**src/rtl/acc_lu_pkg.sv**
```systemverilog
package acc_lu_pkg;

   localparam int FLAG_W = 5;

   // status word bit positions
   localparam int FB_CY   = 0;
   localparam int FB_PAR  = 1;
   localparam int FB_AUX  = 2;
   localparam int FB_ZERO = 3;
   localparam int FB_SIGN = 4;

   typedef enum logic [2:0] {
      LU_AND     = 3'd0,
      LU_OR      = 3'd1,
      LU_XOR     = 3'd2,
      LU_CPL_ACC = 3'd3,
      LU_CPL_CY  = 3'd4,
      LU_SET_CY  = 3'd5,
      LU_CMP     = 3'd6,
      LU_HOLD    = 3'd7
   } lu_op_e;

   typedef struct packed {
      logic sign;
      logic zero;
      logic aux;
      logic par;
      logic cy;
   } lu_flags_t;

endpackage

```
**src/rtl/lu_bitwise.sv**
```systemverilog
module lu_bitwise
   import acc_lu_pkg::*;
#(
   parameter int DATA_W = 8
) (
   input  logic [DATA_W-1:0] a,
   input  logic [DATA_W-1:0] b,
   input  lu_op_e            sel,
   output logic [DATA_W-1:0] res
);

   logic use_and;
   logic use_or;

   assign use_and = (sel == LU_AND);
   assign use_or  = (sel == LU_OR);

   // one slice per bit; XOR is the fallback for every other code
   for (genvar i = 0; i < DATA_W; i++) begin : g_bit
      assign res[i] = use_and ? (a[i] & b[i]) :
                      use_or  ? (a[i] | b[i]) :
                                (a[i] ^ b[i]);
   end

endmodule

```
**src/rtl/lu_compare.sv**
```systemverilog
module lu_compare #(
   parameter int DATA_W   = 8,
   parameter int SUB_IMPL = 0,  // 0: add inverted operand plus one, 1: direct subtract
   parameter int AUX_POS  = 4   // bit position whose incoming borrow is reported
) (
   input  logic [DATA_W-1:0] a,
   input  logic [DATA_W-1:0] b,
   output logic [DATA_W-1:0] diff,
   output logic              borrow,
   output logic              nib_borrow
);

   if (SUB_IMPL == 0) begin : g_add_form
      logic [DATA_W:0] sum;
      logic [DATA_W-1:0] b_inv;
      assign b_inv  = ~b;
      assign sum    = {1'b0, a} + {1'b0, b_inv} + {{DATA_W{1'b0}}, 1'b1};
      assign diff   = sum[DATA_W-1:0];
      assign borrow = ~sum[DATA_W];
      // carry into AUX_POS recovered from the sum bit and its two inputs
      assign nib_borrow = ~(sum[AUX_POS] ^ a[AUX_POS] ^ b_inv[AUX_POS]);
   end else begin : g_sub_form
      logic [DATA_W:0] dwide;
      assign dwide  = {1'b0, a} - {1'b0, b};
      assign diff   = dwide[DATA_W-1:0];
      assign borrow = dwide[DATA_W];
      assign nib_borrow = dwide[AUX_POS] ^ a[AUX_POS] ^ b[AUX_POS];
   end

endmodule

```
**src/rtl/lu_status.sv**
```systemverilog
module lu_status #(
   parameter int DATA_W = 8
) (
   input  logic [DATA_W-1:0] value,
   output logic              sign,
   output logic              zero,
   output logic              even_par
);

   logic [DATA_W-1:0] par_chain;

   // ripple parity chain, one stage per bit
   for (genvar i = 0; i < DATA_W; i++) begin : g_par
      if (i == 0) begin : g_first
         assign par_chain[i] = value[i];
      end else begin : g_next
         assign par_chain[i] = par_chain[i-1] ^ value[i];
      end
   end

   assign sign     = value[DATA_W-1];
   assign zero     = (value == '0);
   assign even_par = ~par_chain[DATA_W-1];

endmodule

```
**src/rtl/acc_logic_unit.sv**
```systemverilog
module acc_logic_unit
   import acc_lu_pkg::*;
#(
   parameter int DATA_W   = 8,
   parameter int SUB_IMPL = 0
) (
   input  logic              clk,
   input  logic              rst,
   input  logic              exec,
   input  logic [2:0]        op,
   input  logic [DATA_W-1:0] operand,
   output logic [DATA_W-1:0] acc_q,
   output logic [4:0]        flags_q
);

   localparam int AUX_POS = DATA_W / 2;

   if (DATA_W < 8 || (DATA_W % 2) != 0) begin : g_bad_width
      $error("acc_logic_unit: DATA_W must be even and at least 8");
   end
   if (SUB_IMPL != 0 && SUB_IMPL != 1) begin : g_bad_impl
      $error("acc_logic_unit: SUB_IMPL must be 0 or 1");
   end

   lu_op_e            op_e;
   logic [DATA_W-1:0] logic_res;
   logic [DATA_W-1:0] cmp_diff;
   logic              cmp_borrow;
   logic              cmp_nib_borrow;
   logic [DATA_W-1:0] stat_val;
   logic              st_sign, st_zero, st_par;
   lu_flags_t         cur_f, nxt_f;
   logic [DATA_W-1:0] nxt_acc;

   assign op_e  = lu_op_e'(op);
   assign cur_f = lu_flags_t'(flags_q);

   lu_bitwise #(.DATA_W(DATA_W)) i_bitwise (
      .a   (acc_q),
      .b   (operand),
      .sel (op_e),
      .res (logic_res)
   );

   lu_compare #(.DATA_W(DATA_W), .SUB_IMPL(SUB_IMPL), .AUX_POS(AUX_POS)) i_compare (
      .a          (acc_q),
      .b          (operand),
      .diff       (cmp_diff),
      .borrow     (cmp_borrow),
      .nib_borrow (cmp_nib_borrow)
   );

   assign stat_val = (op_e == LU_CMP) ? cmp_diff : logic_res;

   lu_status #(.DATA_W(DATA_W)) i_status (
      .value    (stat_val),
      .sign     (st_sign),
      .zero     (st_zero),
      .even_par (st_par)
   );

   always_comb begin
      nxt_acc = acc_q;
      nxt_f   = cur_f;
      unique case (op_e)
         LU_AND: begin
            nxt_acc = logic_res;
            nxt_f   = '{sign: st_sign, zero: st_zero, aux: 1'b1, par: st_par, cy: 1'b0};
         end
         LU_OR, LU_XOR: begin
            nxt_acc = logic_res;
            nxt_f   = '{sign: st_sign, zero: st_zero, aux: 1'b0, par: st_par, cy: 1'b0};
         end
         LU_CPL_ACC: nxt_acc  = ~acc_q;
         LU_CPL_CY:  nxt_f.cy = ~cur_f.cy;
         LU_SET_CY:  nxt_f.cy = 1'b1;
         LU_CMP: begin
            nxt_f = '{sign: st_sign, zero: st_zero, aux: cmp_nib_borrow,
                      par: st_par, cy: cmp_borrow};
         end
         LU_HOLD: ;
         default: ;
      endcase
   end

   always_ff @(posedge clk) begin
      if (rst) begin
         acc_q   <= '0;
         flags_q <= '0;
      end else if (exec) begin
         acc_q   <= nxt_acc;
         flags_q <= nxt_f;
      end
   end

endmodule

```
**config.mk**
```make
export PLATFORM = sky130hd
export DESIGN_NAME = acc_logic_unit
export DESIGN_NICKNAME = d
export VERILOG_FILES = /design/src/rtl/acc_lu_pkg.sv /design/src/rtl/lu_bitwise.sv /design/src/rtl/lu_compare.sv /design/src/rtl/lu_status.sv /design/src/rtl/acc_logic_unit.sv
export SDC_FILE = /design/constraint.sdc
export NUM_CORES = 1
export LEC_CHECK = 0
export ABC_AREA = 1
export BUFFER_PORTS_ARGS = -buffer_cell sky130_fd_sc_hd__buf_4
export CORE_ASPECT_RATIO = 0.5
export CORE_MARGIN = 2
export CORE_UTILIZATION = 59
export CTS_BUF_LIST = sky130_fd_sc_hd__clkbuf_4
export DETAILED_ROUTE_END_ITERATION = 16
export GPL_TIMING_DRIVEN = 1
export PLACE_DENSITY = 0.86
export SLEW_MARGIN = 10
export SYNTH_ARGS = -nofsm -noshare
export SYNTH_HDL_FRONTEND = slang
export SYNTH_HIERARCHICAL = 1
export SYNTH_SLANG_ARGS = --single-unit
```
**constraint.sdc**
```tcl
create_clock -name clk -period 2.5 [get_ports clk]
set_clock_uncertainty 0.1 [all_clocks]
set_input_delay 0.25 -clock clk [delete_from_list [all_inputs] [get_ports clk]]
set_output_delay 0.25 -clock clk [all_outputs]
set_load 0.005 [all_outputs]
```
==> After elaboration in Yosys (flattened, before gate mapping) <==
Index checks and enable logic that the tools add are counted.
{ "op_classes": {"addsub": 2, "n_eq_ne": 6, "n_mux": 20, "bitwise": 39, "n_reduce_logical": 10} }
{ "ops": {"columns": ["cell", "n"], "rows": [
  ["XOR 1 bit", 17],
  ["2-to-1 mux 1 bit", 16],
  ["inverter 8 bit", 2],
  ["case mux 8 bit (2 select lines)", 1],
  ["case mux 4 bit (3 select lines)", 1],
  ["adder 8 x 8 -> 9 bit", 1],
  ["adder 9 x 1 -> 9 bit, second input constant", 1],
  ["equality test 3 bit, second input constant", 3],
  ["AND 1 bit", 8],
  ["zero test 8 bit", 1],
  ["2-to-1 mux 8 bit", 1],
  ["bitwise OR 1 bit", 8],
  ["equality test 3 x 2 -> 1 bit, second input constant", 2],
  ["AND reduction 2 bit", 3],
  ["inverter 1 bit", 4],
  ["case mux 1 bit (4 select lines)", 1],
  ["nonzero test 4 bit", 1],
  ["equality test 3 x 1 -> 1 bit, second input constant", 1],
  ["zero test 3 bit", 1],
  ["nonzero test 3 bit", 1],
  ["OR reduction 3 bit", 1],
  ["nonzero test 2 bit", 1],
  ["OR reduction 2 bit", 1]
]} }
{ "totals": {"regBits": 13, "output_inout_bits": 13, "word_cells": 80} }

==> Depth between registers and ports, before layout <==
Gate-level depths: netlist of run 1.
{ "depth": {"depth_word": 13, "mapped_depth": 18, "ltp_nobuf": 18} }

==> Modules after synthesis <==
The synthesis of run 1 kept the hierarchy.
{ "modules_own_cells": {"columns": ["module", "instances", "cells_per_inst", "area_each_um2"], "rows": [
  ["acc_logic_unit", 1, 92, 695.7],
  ["lu_bitwise", 1, 79, 485.5],
  ["lu_compare", 1, 81, 441.7],
  ["lu_status", 1, 35, 157.7]
]} }

==> Worst setup path before layout of run 1 <==
No wires, ideal clock.
{ "synth_path": {"path_kind": "register to register", "from": "reg acc_q[0]", "to": "reg flags_q[1]", "setup_ns": 0.116, "t_arrival_ns": 2.088, "required_time_ns": 2.284, "setup_slack_ns": 0.197, "stages_incl_launch_ff": 15, "n_path_buf": 0, "synth_period_minus_slack_ns": 2.303, "cell_sequence": "dfxtp_1 -> inv_1 -> ha_1 -> inv_1 -> fa_1 -> mux2_2 -> inv_1 -> ha_1 -> nand2_1 -> nand2_1 -> nand2_1 -> nand2_1 -> xnor2_1 -> nor2_1 -> nor2_1"} }
{ "synth_lines": {"columns": ["item", "line", "source"], "rows": [
  ["start: declaration", "acc_logic_unit.sv:12", "output logic [DATA_W-1:0] acc_q,"],
  ["start signal: assignment", "acc_logic_unit.sv:91", "acc_q <= nxt_acc;"],
  ["end signal: assignment", "acc_logic_unit.sv:92", "flags_q <= nxt_f;"],
  ["end: declaration", "acc_logic_unit.sv:13", "output logic [4:0] flags_q"]
]} }

==> flow_summary.yaml, run 1 <==
power:
  swShare_pct: 42.72
  p_seq_share_pct: 29.2
  totalPowerFinal_uw: 813.6
  p_leak_uw: 0.001220
  p_clk_share_pct: 17.9
  power_density_nw_per_um2: 388.5
  peakVddDrop_uv: 254.1
  p_comb_share_pct: 52.9
  switchingPower_uw: 347.6
  power.internal_uw: 466.0
route:
  via_count: 1910
  drt-total-wl_mm: 4.585
  drtIter0Drc: 157
  wl_per_cell_um: 12.77
  first_pass_iters: 5
  avgViaCountPerCell: 5.320
  drc_errors: 0
  detail-route-antenna-nets: 0
timing:
  period_needed_ns: 2.375
  drv_slew: 0
  finalSetupViolCount: 0
  slew_headroom_pct: 59.54
  hold_viol_final: 0
  whs_ns: 0.1618
  final.period_utilization_pct: 95.00
  tightestPinTransition_ns: 0.6062
  setup_tns_ns: 0
  fmax_ghz: 0.4210
setup_path:
  reg2reg_from: "acc_q[0]$_SDFFE_PP0P_"
  arrival_ns: 2.48
  required_ns: 2.60
  startpoint: "acc_q[0]$_SDFFE_PP0P_"
  reg2reg_depth: 14
  crit_type: "flop to flop"
  setup.worst_path.end_class: "flop"
  start_kind: "flop"
  path_max_fanout: 3
clock_tree:
  clock-sinks: 13
  cts_buffer_depth: 2
  root_buffer: "clkbuf_4"
  cts_tree: "done"
  clk_latency_ns: 0.29
  cts_max_level: 1
  cts_setup_buffers: 0
  cts_buffers: 3
  clk_pin_slew_ns: 0.10
layout:
  fillCellCount: 248
  multi_input_comb_area_um2: 1251
  antenna_cells: 0
  utilization_pct: 71.17
  ff_latch_area_um2: 264.0
  drive_gt1_share_pct: 20.38
  area_growth_pct: 17.64
  fin_nets: 360
synth:
  synth-edff-count: 0
  synth_nets: 327
  synth-seq-cells: 13
  synthArstFlopShare_pct: 0
  syn-instance-count: 287
  ys.flop_type: "dfxtp_1"
  ys_seq_area_share_pct: 14.62
  synth.avg_cell_area_um2: 6.204
  yosysWarnings: 6
  synth_cell_types: 28
  syn-cell-area_um2: 1780
grt:
  grt_pass1_wl_mm: 7.251
  antenna_found_initial: 0
  grt_pass1_vias: 1609
  track_usage_pct: 27.03
  overflow: 0
  grt_max_degree: 17
place:
  portBuffers: 26
  hpwl_mm: 3.373
  gp_congestion: 0.9440
die:
  coreArea_um2: 2943
  die_w_um: 81.69
  die-area_um2: 3500
  rows: 14
  initial_core_util_pct: 60.50
  dieHeight_um: 42.85
  ios: 27
worst_hold_path:
  min_path_cells: 4
  hold_path_class: "primary input to flop"
  hp-start: "exec"
outcome:
  status: "finished, final reports clean"
run:
  drv_cap: 0
## area by class of cell
| type | instances | share of cell area, % |
|---|---|---|
| Multi-Input combinational cell | 203 | 59.74 |
| Sequential cell | 13 | 12.60 |
| Timing Repair Buffer | 34 | 12.31 |
| Inverter | 65 | 11.65 |
| Tap cell | 40 | 2.389 |
| Clock buffer | 3 | 1.075 |
| Clock inverter | 1 | 0.2389 |
## placed cells by master, fill, tap and decap left out, types with 3 or more instances in the layout
cell	synthesis	final
nand2_2	4	4
mux2_2	8	8
dfxtp_1	13	10
ha_1	25	23
buf_4	2	33
dfxtp_2	0	3
o21ai_0	13	13
nand2_1	58	58
a21oi_1	21	20
nand3_1	34	34
inv_2	2	4
inv_1	63	61
nor2_1	24	24
clkbuf_4	0	3
## per-stage QoR
step / instance area (µm²) / worst slack [ns] / cells
after floorplan: 1780 / 0.1967 / 287
after global placement: 2032 / 0.1867 / 354
after detailed placement: 2032 / 0.1236 / 354
after CTS: 2069 / 0.1341 / 359
after global routing: 2095 / -0.003721 / 359
final: 2095 / 0.1250 / 359
## power groups by stage
stage               sequential, µW  combinational (µW)  clock (µW)
floorplan                      245                 281           0
global placement               240                 384           0
detailed placement             241                 402           0
CTS                            237                 406         153
global route                   240                 482         157
finish                         238                 430         146
## state kept, by name, indices dropped and copies added, names as in the netlist
name and flops:
acc_q 8, flags_q 5
## path summary, 6_finish.rpt
check / end / slack (ns)
worst min-delay path: flags_q[0]$_SDFFE_PP0P_ / 0.16
worst min register to register: flags_q[0]$_SDFFE_PP0P_ / 0.39
worst max-delay path: flags_q[1]$_SDFFE_PP0P_ / 0.12
worst max register to register: flags_q[1]$_SDFFE_PP0P_ / 0.12
## Yosys cell counts, drive strengths merged (2+ instances only)
cell / count / area, µm²
ha: 25 / 312.8
o21ai: 13 / 65.06
a21oi: 21 / 105.1
buf: 5 / 42.53
xor2: 2 / 17.52
nand2: 62 / 242.7
inv: 65 / 244.0
nand4: 2 / 12.51
mux2: 8 / 90.09
nor2: 26 / 107.6
dfxtp: 13 / 260.3
xnor2: 2 / 25.03
nand3: 36 / 197.7
nand3b: 2 / 15.01
## cell families after synthesis
kind of cell / share of synthesized area [%]
adder cells (fa/ha/maj): 18.69
flip-flops: 14.62
XOR/XNOR: 2.390
multiplexers: 5.060
AO/OA/AOI/OAI: 9.979
buffers and inverters: 16.30
AND/OR/NAND/NOR: 32.96
## what timing repair did
item,CTS,global route
setup endpoints to repair,0,1
hold buffers,1,0
gates resized for setup,0,9
endpoints found under the hold margin,1,0
## layer usage
layer / up-vias / part of all wire, % / GRT usage (%)
li1: 966 / - / -
met1: 861 / 47 / 37.45
met2: 76 / 45 / 44.92
met3: 7 / 7.4 / 4.894
met4: 0 / 0.57 / 4.000
met5: - / 0 / 0
## worst max-delay path, cell delays in order, from the launching register on
cell,delay (ns)
dfxtp_2,0.33
inv_1,0.04
ha_1,0.20
inv_2,0.07
fa_2,0.42
mux2_2,0.28
inv_1,0.11
ha_4,0.22
nand2_1,0.08
nand2_1,0.07
nand2_1,0.06
nand2_1,0.06
xnor2_1,0.12
nor2_1,0.08
nor2_1,0.05
Power figures use the tool's default switching activity.
==> run 2: changes to the inputs <==
--- a/config.mk
+++ b/config.mk
@@ -9,11 +9,10 @@
 export BUFFER_PORTS_ARGS = -buffer_cell sky130_fd_sc_hd__buf_4
 export CORE_ASPECT_RATIO = 0.5
 export CORE_MARGIN = 2
-export CORE_UTILIZATION = 59
-export CTS_BUF_LIST = sky130_fd_sc_hd__clkbuf_4
+export CORE_UTILIZATION = 58
 export DETAILED_ROUTE_END_ITERATION = 16
 export GPL_TIMING_DRIVEN = 1
-export PLACE_DENSITY = 0.86
+export PLACE_DENSITY = 0.85
 export SLEW_MARGIN = 10
 export SYNTH_ARGS = -nofsm -noshare
 export SYNTH_HDL_FRONTEND = slang
==> run 2 against run 1 <==
- critical path depth increased by 1
- combinational power decreased by 2%
- sequential power about the same
- worst setup slack improved by 0.050 ns
- clock power increased by 41%
- sequential cell count unchanged
- critical endpoint unchanged
- sequential share of layout area about the same
- die area increased by 1.6%
- routed wire length decreased by 2.4%
- first-iteration DRC count decreased by 30%
==> flow_summary.yaml, run 2 (same netlist as run 1, synthesis figures left out) <==
run:
  drv_cap: 0
place:
  gp_congestion: 0.9637
  place_inst: 353
  portBuffers: 26
  hpwl_mm: 3.516
  placed_area_um2: 2024
  pre_cts_ws_ns: 0.1326
grt:
  track_usage_pct: 27.44
  grt_pass1_wl_mm: 7.458
  grt_pass1_vias: 1793
  grt_max_degree: 17
  overflow: 0
  antenna_found_initial: 0
worst_hold_path:
  min_path_cells: 2
  hp-start: "rst"
  hold_path_end: "flags_q[0]$_SDFFE_PP0P_"
  hold_path_class: "primary input to flop"
timing:
  finalSetupViolCount: 0
  hold_viol_final: 0
  whs_ns: 0.04125
  fin_ws_ns: 0.1754
  final.period_utilization_pct: 92.98
  tightestPinTransition_ns: 0.6047
  slew_headroom_pct: 59.64
  fmax_ghz: 0.4302
  drv_slew: 0
  period_needed_ns: 2.325
clock_tree:
  clock-sinks: 13
  cts_max_level: 1
  clk_latency_ns: 0.26
  cts_tree: "done"
  cts_setup_buffers: 0
  cts_hold_buf: 0
  clk_pin_slew_ns: 0.07
  cts_buffers: 3
  cts-resized-gates: 0
  root_buffer: "clkbuf_8"
  cts_buffer_depth: 2
power:
  p_comb_share_pct: 48.5
  switchingPower_uw: 350.3
  totalPowerFinal_uw: 866.2
  peakVddDrop_uv: 256.5
  p_leak_uw: 0.001218
  p_seq_share_pct: 27.7
  power_density_nw_per_um2: 414.0
  swShare_pct: 40.44
  p_clk_share_pct: 23.8
  power.internal_uw: 515.9
route:
  drtIter0Drc: 110
  avgViaCountPerCell: 5.261
  first_pass_iters: 4
  detail-route-antenna-nets: 0
  drt-total-wl_mm: 4.474
  drc_errors: 0
  via_count: 1878
  wl_per_cell_um: 12.53
layout:
  fillCellCount: 249
  instances_no_fill: 357
  drive_gt1_share_pct: 19.87
  largest_reg_flops: 8
  multi_input_comb_area_um2: 1247
  final_common_cell: "inv_1"
  largest_register: "acc_q"
  antenna_cells: 0
  ff_latch_area_um2: 264.0
  design_area_um2: 2092
  area_growth_pct: 17.50
  mostFrequentLayoutCells: "inv_1 (61), nand2_1 (58), nand3_1 (34)"
  largestRegisters: "acc_q (8), flags_q (5)"
  fin_nets: 358
setup_path:
  reg2reg_from: "acc_q[1]$_SDFFE_PP0P_"
  worstReg2RegEnd: "flags_q[1]$_SDFFE_PP0P_"
  required_ns: 2.60
  path_max_fanout: 7
  setup.worst_path.end_class: "flop"
  start_kind: "flop"
  crit_type: "flop to flop"
  arrival_ns: 2.43
  reg2reg_depth: 15
  ff2ff_setup_slack_ns: 0.18
die:
  ios: 27
  dieHeight_um: 43.18
  die-area_um2: 3556
  die_w_um: 82.36
  rows: 14
  initial_core_util_pct: 60.14
  coreArea_um2: 2960
outcome:
  status: "finished, final reports clean"
==> run 2: cell types whose count changed in the layout (fill, tap and decap cells not counted), sizes merged <==
cell	before	now
buf	33	32
dlygate4sd3	1	0
==> run 2: stage by stage <==
step	setup TNS, ns	utilization, %
2_1_floorplan	0	-
3_3_place_gp	0	68.39
3_5_place_dp	0	68.39
4_1_cts	0	69.95
5_1_grt	-0.002989	70.67
6_report	0	70.67
==> run 2: worst max path at each step <==
stage	slack (ns)	to	startpoint
4_1_cts	0.1	flags_q[1]$_SDFFE_PP0P_	acc_q[0]$_SDFFE_PP0P_
6_report	0.18	flags_q[1]$_SDFFE_PP0P_	acc_q[1]$_SDFFE_PP0P_
2_1_floorplan	0.20	flags_q[1]$_SDFFE_PP0P_	acc_q[0]$_SDFFE_PP0P_
3_5_place_dp	0.13	flags_q[1]$_SDFFE_PP0P_	operand[0]
5_1_grt	-0.003	flags_q[1]$_SDFFE_PP0P_	acc_q[1]$_SDFFE_PP0P_
3_3_place_gp	0.20	flags_q[1]$_SDFFE_PP0P_	operand[0]
==> run 2: area by class of cell <==
class | instances | area share [%]
Multi-Input combinational cell | 203 | 59.63
Sequential cell | 13 | 12.62
Inverter | 65 | 11.66
Timing Repair Buffer | 32 | 11.48
Tap cell | 40 | 2.392
Clock buffer | 3 | 1.974
Clock inverter | 1 | 0.2392
==> run 2: critical path: stages, from the launching register on <==
cell,delay [ns]
dfxtp_1,0.49
inv_1,0.08
ha_1,0.29
nand2_1,0.06
nand3_1,0.11
mux2_2,0.29
inv_1,0.09
ha_4,0.21
inv_2,0.06
nand2_1,0.05
nand2_1,0.06
nand2_1,0.05
nand2_1,0.07
xnor2_1,0.12
nor2_1,0.05
nor2_1,0.09
==> run 2: power groups by stage <==
stage / logic (µW) / clock network (µW) / registers [µW]
2_1_floorplan: 281 / 0 / 245
3_3_place_gp: 382 / 0 / 242
3_5_place_dp: 401 / 0 / 243
4_1_cts: 405 / 204 / 239
5_1_grt: 478 / 214 / 242
6_report: 420 / 206 / 240
==> run 2: layer usage <==
| metal | track usage (%) | part of all wire [%] | vias up |
|---|---|---|---|
| met3 | 5.745 | 5.9 | 8 |
| met2 | 49.03 | 46 | 48 |
| met1 | 33.59 | 46 | 860 |
| li1 | - | - | 962 |
| met4 | 6.333 | 1.6 | 0 |
| met5 | 0 | 0 | - |
==> run 3: changes to the inputs <==
--- a/config.mk
+++ b/config.mk
@@ -6,7 +6,7 @@
 export NUM_CORES = 1
 export LEC_CHECK = 0
 export ABC_AREA = 1
-export BUFFER_PORTS_ARGS = -buffer_cell sky130_fd_sc_hd__buf_4
+export BUFFER_PORTS_ARGS = -buffer_cell sky130_fd_sc_hd__buf_2
 export CORE_ASPECT_RATIO = 0.5
 export CORE_MARGIN = 2
 export CORE_UTILIZATION = 58
==> run 3 against run 2 <==
- maximum frequency shrank 1.3%
- sequential power about the same
- largest power group unchanged
- via count grew 1.7%
==> flow_summary.yaml, run 3 (same netlist as run 1, synthesis figures left out) <==
outcome:
  status: "finished, final reports clean"
route:
  wl_met3_um: 354
  top_layer: "met4"
  drt-met1-wl_mm: 1.940
  drc_errors: 0
  route.met2.wl_mm: 2.092
  detail-route-antenna-nets: 0
  drtIter0Drc: 108
  wl_per_cell_um: 12.47
  drt-total-wl_mm: 4.464
  via_count: 1910
  first_pass_iters: 4
  avgViaCountPerCell: 5.335
grt:
  grt_pass1_vias: 1711
  overflow: 0
  track_usage_pct: 27.28
  grt_max_degree: 17
  antenna_found_initial: 0
  grt_pass1_wl_mm: 7.362
worst_hold_path:
  hold_path_class: "primary input to flop"
  hp-start: "rst"
  min_path_cells: 2
clock_tree:
  clock-sinks: 13
  cts_max_level: 1
  root_buffer: "clkbuf_8"
  cts_buffer_depth: 2
  cts_tree: "done"
  cts_buffers: 3
  clk_pin_slew_ns: 0.06
  clk_latency_ns: 0.25
layout:
  area_growth_pct: 14.69
  utilization_pct: 68.98
  largestRegisters: "acc_q (8), flags_q (5)"
  largest_register: "acc_q"
  fin_nets: 359
  drive_gt1_share_pct: 20.13
  final_common_cell: "inv_1"
  antenna_cells: 0
  mostFrequentLayoutCells: "inv_1 (62), nand2_1 (58), nand3_1 (33)"
  design_area_um2: 2042
  largest_reg_flops: 8
timing:
  setup_tns_ns: 0
  fin_ws_ns: 0.1451
  drv_slew: 0
  finalSetupViolCount: 0
  fmax_ghz: 0.4247
  period_needed_ns: 2.355
  final.period_utilization_pct: 94.20
  hold_viol_final: 0
  slew_headroom_pct: 59.55
  tightestPinTransition_ns: 0.6061
setup_path:
  max_stage_delay_ns: 0.43
  path_max_fanout: 3
  reg2reg_depth: 14
  start_kind: "flop"
  setup.worst_path.end_class: "flop"
  worst_path_max_delay_cell: "fa_2"
  arrival_ns: 2.40
  required_ns: 2.54
  critPathMostFrequentCell: "nand2_1"
  path_delay_family: "adder cells"
  crit_type: "flop to flop"
  reg2reg_from: "acc_q[0]$_SDFFE_PP0P_"
  startpoint: "acc_q[0]$_SDFFE_PP0P_"
  crit_chain: "inv_1 -> ha_1 -> inv_1 -> fa_2 -> mux2_2 -> inv_1 -> ha_4 -> nand2_1 -> nand2_1 -> nand2_1 -> nand2_1 -> xnor2_1 -> nor2_1 -> nor2_1"
  cp_num_cells: 14
  crit_buf_inv: 3
die:
  ios: 27
  initial_core_util_pct: 60.14
  dieHeight_um: 43.18
  die_w_um: 82.36
  rows: 14
  die-area_um2: 3556
  coreArea_um2: 2960
run:
  drv_cap: 0
place:
  portBuffers: 26
  placed_area_um2: 1967
  hpwl_mm: 3.490
  gp_congestion: 0.9631
  pre_cts_ws_ns: 0.09136
power:
  p_leak_uw: 0.001210
  power_density_nw_per_um2: 412.1
  peakVddDrop_uv: 294.0
[run 3: changes by cell type in the layout (fill, tap and decap cells not counted), sizes merged]
| cell | previous run | this run |
|---|---|---|
| buf | 32 | 33 |
[run 3: layout make-up]
type / count / area (µm²)
repair buffers: 33 / 182.7
inverters: 65 / 244.0
multi-input cells: 203 / 1256
clock inverters: 1 / 5.005
fillers: 261 / 918.4
flip-flops and latches: 13 / 262.8
well taps: 40 / 50.05
clock buffers: 3 / 41.29
[run 3: worst paths after layout]
path	endpoint	slack (ns)
max	flags_q[1]$_SDFFE_PP0P_	0.15
min	flags_q[0]$_SDFFE_PP0P_	0.06
max reg2reg	flags_q[1]$_SDFFE_PP0P_	0.15
min reg2reg	flags_q[0]$_SDFFE_PP0P_	0.38
[run 3: timing repair]
action / CTS / global route
endpoints found under the setup margin: 0 / 1
hold buffers: 0 / 0
setup buffers: 0 / 0
resized for setup: 0 / 8
[run 3: where the power goes]
group / total (µW) / internal [µW] / switching (µW)
clock network: 194 / 110 / 83.9
logic: 408 / 168 / 240
registers: 239 / 224 / 14.9
total: 841 / 502 / 339
[run 3: layer usage]
layer,GRT usage (%),vias to the layer above
met1,33.42,855
met5,0,-
met3,5.106,12
met4,10.33,0
met2,47.26,79
li1,-,964
[run 3: per-stage QoR]
step,instances,total power (µW),hold slack (ns)
2_1_floorplan,287,525.8,0.2191
3_3_place_gp,354,610.6,0.3196
3_5_place_dp,354,629.6,0.3256
4_1_cts,358,828.3,0.05524
5_1_grt,358,911.5,0.07318
6_report,358,841.4,0.05980
